===== src/rtl/eag_pkg.sv =====
package eag_pkg;
    typedef enum logic [2:0] {
        ST_IDLE    = 3'd0,
        ST_PTR_RD  = 3'd1,
        ST_PTR_CAP = 3'd2,
        ST_PTR_WB  = 3'd3,
        ST_DONE    = 3'd4
    } eag_state_e;
endpackage


===== src/rtl/eag_addr_form.sv =====
module eag_addr_form #(
    parameter int unsigned AW      = 12,
    parameter int unsigned OW      = 7,
    parameter int unsigned AUTO_LO = 8,
    parameter int unsigned AUTO_HI = 15
) (
    input  logic [AW-1:0] pc,
    input  logic [OW-1:0] offset,
    input  logic          page_sel,
    output logic [AW-1:0] dir_addr,
    output logic          is_auto
);
    localparam int unsigned PW = AW - OW;
    localparam logic [AW-1:0] LO_A = AW'(AUTO_LO);
    localparam logic [AW-1:0] HI_A = AW'(AUTO_HI);

    logic [PW-1:0] page_bits;

    // Page bits come from the program counter only when current page is selected
    generate
        if (PW > 0) begin : g_paged
            assign page_bits = page_sel ? pc[AW-1:OW] : '0;
        end
    endgenerate

    assign dir_addr = {page_bits, offset};

    always_comb begin
        is_auto = (dir_addr >= LO_A) && (dir_addr <= HI_A);
    end
endmodule


===== src/rtl/eag_incr.sv =====
module eag_incr #(
    parameter int unsigned AW = 12
) (
    input  logic [AW-1:0] val_in,
    output logic [AW-1:0] val_out
);
    localparam logic [AW-1:0] ONE = AW'(1);

    // Natural wrap of an AW-bit sum gives modulo 2**AW
    assign val_out = val_in + ONE;
endmodule


===== src/rtl/eag_fsm.sv =====
module eag_fsm
    import eag_pkg::*;
#(
    parameter int unsigned AW = 12
) (
    input  logic          clk,
    input  logic          rst_n,
    input  logic          start,
    input  logic          indirect,
    input  logic [AW-1:0] dir_addr,
    input  logic          is_auto,
    input  logic [AW-1:0] mem_rdata,
    input  logic [AW-1:0] inc_val,
    output logic [AW-1:0] mem_addr,
    output logic [AW-1:0] mem_wdata,
    output logic          mem_re,
    output logic          mem_we,
    output logic          busy,
    output logic          done,
    output logic [AW-1:0] ea
);
    eag_state_e    state_q, state_d;
    logic [AW-1:0] ptr_q;
    logic          auto_q;
    logic [AW-1:0] ea_q;

    // Next-state logic
    always_comb begin
        state_d = state_q;
        unique case (state_q)
            ST_IDLE: begin
                if (start) state_d = indirect ? ST_PTR_RD : ST_DONE;
            end
            ST_PTR_RD:  state_d = ST_PTR_CAP;
            ST_PTR_CAP: state_d = auto_q ? ST_PTR_WB : ST_DONE;
            ST_PTR_WB:  state_d = ST_DONE;
            ST_DONE:    state_d = ST_IDLE;
            default:    state_d = ST_IDLE;
        endcase
    end

    // State register
    always_ff @(posedge clk) begin
        if (!rst_n) state_q <= ST_IDLE;
        else        state_q <= state_d;
    end

    // Datapath registers
    always_ff @(posedge clk) begin
        if (!rst_n) begin
            ptr_q  <= '0;
            auto_q <= 1'b0;
            ea_q   <= '0;
        end else begin
            unique case (state_q)
                ST_IDLE: begin
                    if (start) begin
                        ptr_q  <= dir_addr;
                        auto_q <= is_auto & indirect;
                        ea_q   <= dir_addr;
                    end
                end
                ST_PTR_CAP: ea_q <= auto_q ? inc_val : mem_rdata;
                default: ;
            endcase
        end
    end

    // Outputs
    always_comb begin
        mem_addr  = '0;
        mem_wdata = '0;
        mem_re    = 1'b0;
        mem_we    = 1'b0;
        done      = 1'b0;
        busy      = (state_q != ST_IDLE);
        unique case (state_q)
            ST_PTR_RD: begin
                mem_addr = ptr_q;
                mem_re   = 1'b1;
            end
            ST_PTR_WB: begin
                mem_addr  = ptr_q;
                mem_wdata = ea_q;
                mem_we    = 1'b1;
            end
            ST_DONE: done = 1'b1;
            default: ;
        endcase
    end

    assign ea = ea_q;

    // read and write never overlap
    a_r9_no_rw_overlap: assert property (@(posedge clk) disable iff (!rst_n)
        !(mem_re && mem_we));

    // done is a single-cycle pulse
    a_r9_done_pulse: assert property (@(posedge clk) disable iff (!rst_n)
        done |=> !done);

    // a read is followed by a capture cycle with no access and no done
    a_r4_read_then_capture: assert property (@(posedge clk) disable iff (!rst_n)
        mem_re |=> (!mem_re && !mem_we && !done));

    // a write-back is followed by done
    a_r5_wb_then_done: assert property (@(posedge clk) disable iff (!rst_n)
        mem_we |=> done);

    // write-back data is the word read plus one, modulo the word size
    a_r5_wb_is_incremented: assert property (@(posedge clk) disable iff (!rst_n)
        mem_we |-> (mem_wdata == AW'($past(mem_rdata) + 1'b1)));

    // write-back targets the address that was just read
    a_r5_wb_same_addr: assert property (@(posedge clk) disable iff (!rst_n)
        mem_we |-> (mem_addr == $past(mem_addr, 2)));
endmodule


===== src/rtl/eag_top.sv =====
module eag_top #(
    parameter int unsigned AW      = 12,
    parameter int unsigned OW      = 7,
    parameter int unsigned AUTO_LO = 8,
    parameter int unsigned AUTO_HI = 15
) (
    input  logic          clk,
    input  logic          rst_n,
    input  logic          start,
    input  logic [OW-1:0] offset,
    input  logic          page_sel,
    input  logic          indirect,
    input  logic [AW-1:0] pc,
    input  logic [AW-1:0] mem_rdata,
    output logic [AW-1:0] mem_addr,
    output logic [AW-1:0] mem_wdata,
    output logic          mem_re,
    output logic          mem_we,
    output logic          busy,
    output logic          done,
    output logic [AW-1:0] ea
);
    logic [AW-1:0] dir_addr;
    logic          is_auto;
    logic [AW-1:0] inc_val;

    eag_addr_form #(
        .AW(AW), .OW(OW), .AUTO_LO(AUTO_LO), .AUTO_HI(AUTO_HI)
    ) u_form (
        .pc       (pc),
        .offset   (offset),
        .page_sel (page_sel),
        .dir_addr (dir_addr),
        .is_auto  (is_auto)
    );

    eag_incr #(.AW(AW)) u_incr (
        .val_in  (mem_rdata),
        .val_out (inc_val)
    );

    eag_fsm #(.AW(AW)) u_fsm (
        .clk       (clk),
        .rst_n     (rst_n),
        .start     (start),
        .indirect  (indirect),
        .dir_addr  (dir_addr),
        .is_auto   (is_auto),
        .mem_rdata (mem_rdata),
        .inc_val   (inc_val),
        .mem_addr  (mem_addr),
        .mem_wdata (mem_wdata),
        .mem_re    (mem_re),
        .mem_we    (mem_we),
        .busy      (busy),
        .done      (done),
        .ea        (ea)
    );

    // nothing is active while idle
    a_r1_idle_quiet: assert property (@(posedge clk) disable iff (!rst_n)
        !busy |-> (!done && !mem_re && !mem_we));
endmodule


===== config.mk =====
export PLATFORM = sky130hd
export DESIGN_NAME = eag_top
export DESIGN_NICKNAME = d
export VERILOG_FILES = /design/src/rtl/eag_pkg.sv /design/src/rtl/eag_addr_form.sv /design/src/rtl/eag_incr.sv /design/src/rtl/eag_fsm.sv /design/src/rtl/eag_top.sv
export SDC_FILE = /design/constraint.sdc
export NUM_CORES = 1
export LEC_CHECK = 0
export BUFFER_PORTS_ARGS = -buffer_cell sky130_fd_sc_hd__buf_2
export CORE_ASPECT_RATIO = 0.75
export CORE_UTILIZATION = 40
export DETAILED_ROUTE_END_ITERATION = 16
export PLACE_DENSITY_LB_ADDON = 0.25
export RECOVER_POWER = 100
export SLEW_MARGIN = 20
export SYNTH_ARGS = -nofsm -noshare
export SYNTH_HDL_FRONTEND = slang
export SYNTH_HIERARCHICAL = 1
export SYNTH_SLANG_ARGS = --single-unit
export TNS_END_PERCENT = 100

===== constraint.sdc =====
create_clock -name clk -period 1.3 [get_ports clk]
set_input_delay 0.065 -clock clk [delete_from_list [all_inputs] [get_ports clk]]
set_output_delay 0.065 -clock clk [all_outputs]
set_load 0.02 [all_outputs]

# Word-level counts from Yosys, hierarchy flattened
# Cells that the tools add are included.
totals:
  ff_bits: 28
  latchBits: 0
  mem_bits_rw: 0
  mem_bits_ro: 0
  in_bits: 36
  out_inout_bits: 40
  word_cells: 33
  memories: 0
op_classes:
  addsub: 1
  multipliers: 0
  n_div: 0
  n_lt_le_gt_ge: 2
  eq_ne: 5
  n_shift: 0
  n_mux: 13
  bitwise_logic: 1
  reduce_logical: 7
op_table:
  columns: ["operator", "count"]
  rows:
  - ["$mux W12", 4]
  - ["$pmux W12 S2", 1]
  - ["$add A12 B1 Y12 const B", 1]
  - ["$ge A12 B4 Y1 const B", 1]
  - ["$le A12 B4 Y1 const B", 1]
  - ["$pmux W3 S4", 1]
  - ["$mux W3", 3]
  - ["$eq A3 B2 Y1 const B", 2]
  - ["$mux W5", 1]
  - ["$reduce_and A2 Y1", 2]
  - ["$eq A3 B1 Y1 const B", 1]
  - ["$eq A3 B3 Y1 const B", 1]
  - ["$logic_not A3 Y1", 1]
  - ["$mux W1", 3]
  - ["$reduce_bool A3 Y1", 1]
  - ["$ne A2 B2 Y1 const B", 1]
  - ["$reduce_bool A2 Y1", 1]
  - ["$reduce_or A2 Y1", 1]
  - ["$and A1 B1 Y1", 1]
  - ["$logic_and A1 B1 Y1", 1]

# Longest topological paths before layout
logic_depth:
  depth_word: 4
  ltp_mapped: 7

# By module
# Netlist, hierarchy kept.
by_module_without_submodules:
  columns: ["mod", "instances", "cells_each", "area_per_inst_um2"]
  rows:
  - ["eag_fsm", 1, 176, 1511.4]
  - ["eag_incr", 1, 29, 198.9]
  - ["eag_addr_form", 1, 15, 115.1]

# Least setup slack after synthesis
# Ideal clock, no wire load.
synth_timing:
  kind: "reg-to-reg"
  start: "register u_fsm.state_q[0]"
  end: "register u_fsm.ea_q[0] (netlist: u_fsm/ea[0])"
  setup_time_ns: 0.133
  arrival_time_ns: 1.286
  required_time_ns: 1.167
  slack_ns: -0.119
  path_stages_with_launch: 6
  path_buffers: 2
  cell_sequence: "dfxtp_1 > buf_2 > or3b_2 > buf_2 > o22ai_2 > a21oi_1"
synth_between:
  elab_chain_len: 3
  word_cells_on_any_way: 6
synth_lines:
  columns: ["element", "line_no", "text"]
  rows:
  - ["start: declaration", "eag_fsm.sv:22", "eag_state_e state_q, state_d;"]
  - ["start signal: assignment", "eag_fsm.sv:45", "else state_q <= state_d;"]
  - ["$eq A3 B2 Y1 / $logic_not A3 Y1 (equally long branches)", "eag_fsm.sv:55", "unique case (state_q)"]
  - ["$reduce_bool A2 Y1 (no source line) / $ne A2 B2 Y1 (equally long branches)", null, null]
  - ["$reduce_and A2 Y1 (no source line)", null, null]
  - ["end signal: assignment", "eag_fsm.sv:60", "ea_q <= dir_addr;"]
  - ["end signal: assignment", "eag_fsm.sv:63", "ST_PTR_CAP: ea_q <= auto_q ? inc_val : mem_rdata;"]
  - ["end: declaration", "eag_fsm.sv:25", "logic [AW-1:0] ea_q;"]
# Several ways; a longest one is shown, not always the timed one.
# A chain may end at the register's enable or synchronous reset.

# Worst setup path in the final report
layout_timing:
  start: "register u_fsm.state_q[0]"
  end: "output mem_wdata[8]"
layout_between:
  elab_chain_len: 2
layout_lines:
  columns: ["element", "line_no", "text"]
  rows:
  - ["$eq A3 B2 Y1", "eag_fsm.sv:77", "unique case (state_q)"]
  - ["$mux W12", "eag_fsm.sv:77", null]
  - ["end: declaration", "eag_top.sv:16", "output logic [AW-1:0] mem_wdata,"]
# Every way passes these cells.

==> impl_metrics.tcl <==
set metrics [dict create \
    ys_ff_latch 28 \
    ios 76 \
    core_area_mm2 0.004204 \
    yosysWarnings 6 \
    start_util_pct 43.42 \
    max_freq_ghz 0.6717 \
    antenna_left 0 \
    r2r_slack_ns -0.16 \
    p_sw_w 0.0006577 \
    path_class "flip-flop to primary output" \
    setup-violations-final 52 \
    via_per_inst 5.146 \
    rows 20 \
    clkPwrFrac_pct 31.2 \
    fin_ws_ns -0.1888 \
    slew_violations 0 \
    routedWlPerCell_um 14.66 \
    seq_area_frac_synth_pct 30.71 \
    dr.pass1.iters 4 \
    powerDensity_mw_per_mm2 858.4 \
    grt_max_degree 26 \
    fin_crit_ns 1.489 \
    crit_path_start_kind "flip-flop" \
    combPwrFrac_pct 25.3 \
    yosysUniqueCellTypes 37 \
    ctsLongestPathBuffers 2 \
    syn_area_mm2 0.001826 \
    status "finished, violations left" \
    grt_pass1_vias 1626 \
    tightest_slew_ns 0.4257 \
    hold_violations 0 \
    asyncSetResetFlopFracSynth_pct 0 \
    power_frac_seq_pct 43.4 \
    h-tree-depth 1 \
    areaGrowthSynthToFinish_pct 43.87 \
    final_area_mm2 0.002626 \
    root_buffer "clkbuf_8" \
    clock_sinks 28 \
    worstPathRequired_ns 1.24 \
    grtUsageMet3_pct 4.511 \
    violations "negative setup slack" \
    hpwl_um 3716 \
    cp_max_fo 8 \
    synth_edf_count 0 \
    drtIter0Drc 90 \
    routed_wirelength_um 5219 \
    busiest_layer "met2" \
    grt_pass1_wl_um 8031 \
    drc 0 \
    num_antenna_cells 0 \
    maxCapViolations 0 \
    clkLatencyLatePin_ns 0.28 \
    die-area_mm2 0.004841 \
    endpoint_kind "primary output" \
    gp_congestion 0.8379 \
    max_slew_margin_pct 71.62 \
    dpl_cell_area_mm2 0.002333 \
    intPower_w 0.001597 \
    fin_total_pwr_w 0.002255 \
    min_period_over_period_pct 114.5 \
    synth_fp_nets 257 \
    num_vias 1832 \
    antenna_found_initial 0 \
    grt_use_met2_pct 37.00 \
    p_leak_nw 1.168 \
    rsz0062_at_grt "true" \
    skew_ns 0.004232 \
    syn_avg_cell_area_um2 8.298 \
    cts_made_buffers 3 \
    cts_tree "done" \
    nets 339 \
    met1_usage_pct 30.00 \
    die_height_um 60.51 \
    grt_usage_pct 22.20 \
    drive_above_1_share_pct 46.84 \
    syn_inst 220 \
    clk_pin_slew_ns 0.10 \
    cts_hold_buf 0 \
    grt.overflow.total 0 \
    die_x_um 80.01 \
    synthFlopType "dfxtp_1" \
    cp.arrival_ns 1.42 \
    irDropWorstVdd_v 0.0005234 \
    swShare_pct 29.17 \
    port_buffers 68 \
    hp-class "input pin to flip-flop" \
]
==> metal layers <==
metal | up-vias | routed length, um
li1 | 906 | -
met1 | 864 | 2545
met2 | 55 | 2350
met3 | 7 | 279
met4 | 0 | 43
met5 | - | 0
==> layout by cell type, fill, tap and decap left out, drive strengths merged, types with 5 or more instances in the layout <==
cell and count:
clkbuf 15, nor2 5, and3 12, mux2 13, xor2 6, and2 18, a21boi 13, o22ai 11
inv 5, a21oi 13, nand3 5, buf 88, dfxtp 28, nand2 41
==> per-stage QoR <==
stage                     util, %  setup TNS, ns  setup WS (ns)  std cells  hold slack, ns
final                       62.47         -6.134        -0.1888        356         0.04896
after global routing        62.47         -8.522        -0.2419        356         0.05110
after CTS                   60.95         -6.570        -0.1820        355         0.05613
after detailed placement    55.51         -1.271        -0.1093        347          0.3594
after global placement      55.51        -0.8123       -0.09218        347          0.3552
after floorplan                 -         -1.324        -0.1105        220          0.2156
==> cell usage after synthesis (2+ instances only) <==
| library cell | n | area, um2 |
|---|---|---|
| and2_1 | 18 | 112.6 |
| a21oi_1 | 13 | 65.06 |
| inv_1 | 5 | 18.77 |
| or4b_1 | 2 | 20.02 |
| buf_6 | 2 | 22.52 |
| buf_4 | 7 | 52.55 |
| mux2_2 | 13 | 146.4 |
| buf_2 | 6 | 30.03 |
| xnor2_1 | 4 | 35.03 |
| nand3_1 | 4 | 20.02 |
| dfxtp_1 | 28 | 560.5 |
| nand2_1 | 41 | 153.9 |
| clkbuf_1 | 8 | 30.03 |
| nor2b_1 | 2 | 12.51 |
| xor2_1 | 6 | 52.55 |
| and3_1 | 12 | 75.07 |
| nor4_2 | 2 | 25.02 |
| nor2_1 | 5 | 18.77 |
| o22ai_2 | 10 | 125.1 |
| a21boi_0 | 12 | 90.09 |
| nor3_1 | 3 | 15.01 |
| or3_1 | 2 | 12.51 |
==> final timing paths <==
check | startpoint | endpoint | cells after the start
worst max-delay path | u_fsm/state_q[0] | mem_wdata[8] | 5
worst min-delay path | offset[1] | u_fsm/ptr_q[1] | 3
worst max register to register | u_fsm/state_q[1] | u_fsm/ea[11] | 3
worst min register to register | u_fsm/ptr_q[0] | u_fsm/ptr_q[0] | 2
==> what timing repair did <==
item                       CTS  global route
hold endpoints to repair     0             0
gates resized for setup     42            23
gates cloned                 1             1
setup endpoints to repair   52            54
pin swaps                    1            18
buffers inserted             3             0
==> sequential cells by signal, summed over array words and instances, names as in the netlist <==
name           flops
u_fsm/auto_q       1
u_fsm/ea          12
u_fsm/state_q      3
u_fsm/ptr_q       12
==> cells by family (layout without fill, tap and decap cells) <==
kind of cell             after synthesis  in the layout  synth area share (%)
XOR/XNOR                              10             10                 4.798
adder cells (fa/ha/maj)                1              1                0.6853
buffers and inverters                 28            109                 8.431
flip-flops                            28             28                 30.71
AO/OA/AOI/OAI                         41             41                 17.75
AND/OR/NAND/NOR                       99             99                 29.61
multiplexers                          13             13                 8.019
==> critical path, cell delays in order, from the launching register on <==
cell,delay [ns]
dfxtp_2,0.36
buf_6,0.11
nor2b_4,0.22
buf_6,0.16
and3_4,0.19
buf_6,0.11
==> cell type report <==
type	count	area, um2
Sequential cell	28	564.3
Timing Repair Buffer	100	713.2
Inverter	5	18.77
Fill cell	384	1578
Clock buffer	3	41.29
Clock inverter	1	30.03
Multi-Input combinational cell	164	1190
Tap cell	55	68.82
==> power by group through the flow <==
stage	Combinational [W]	Clock (W)	Sequential [W]
2_1_floorplan	0.000289	0	0.00103
3_3_place_gp	0.000528	0	0.000991
3_5_place_dp	0.000537	0	0.000992
4_1_cts	0.000560	0.000709	0.000975
5_1_grt	0.000618	0.000755	0.000988
6_report	0.000571	0.000704	0.000980
(Power assumes the default switching activity.)
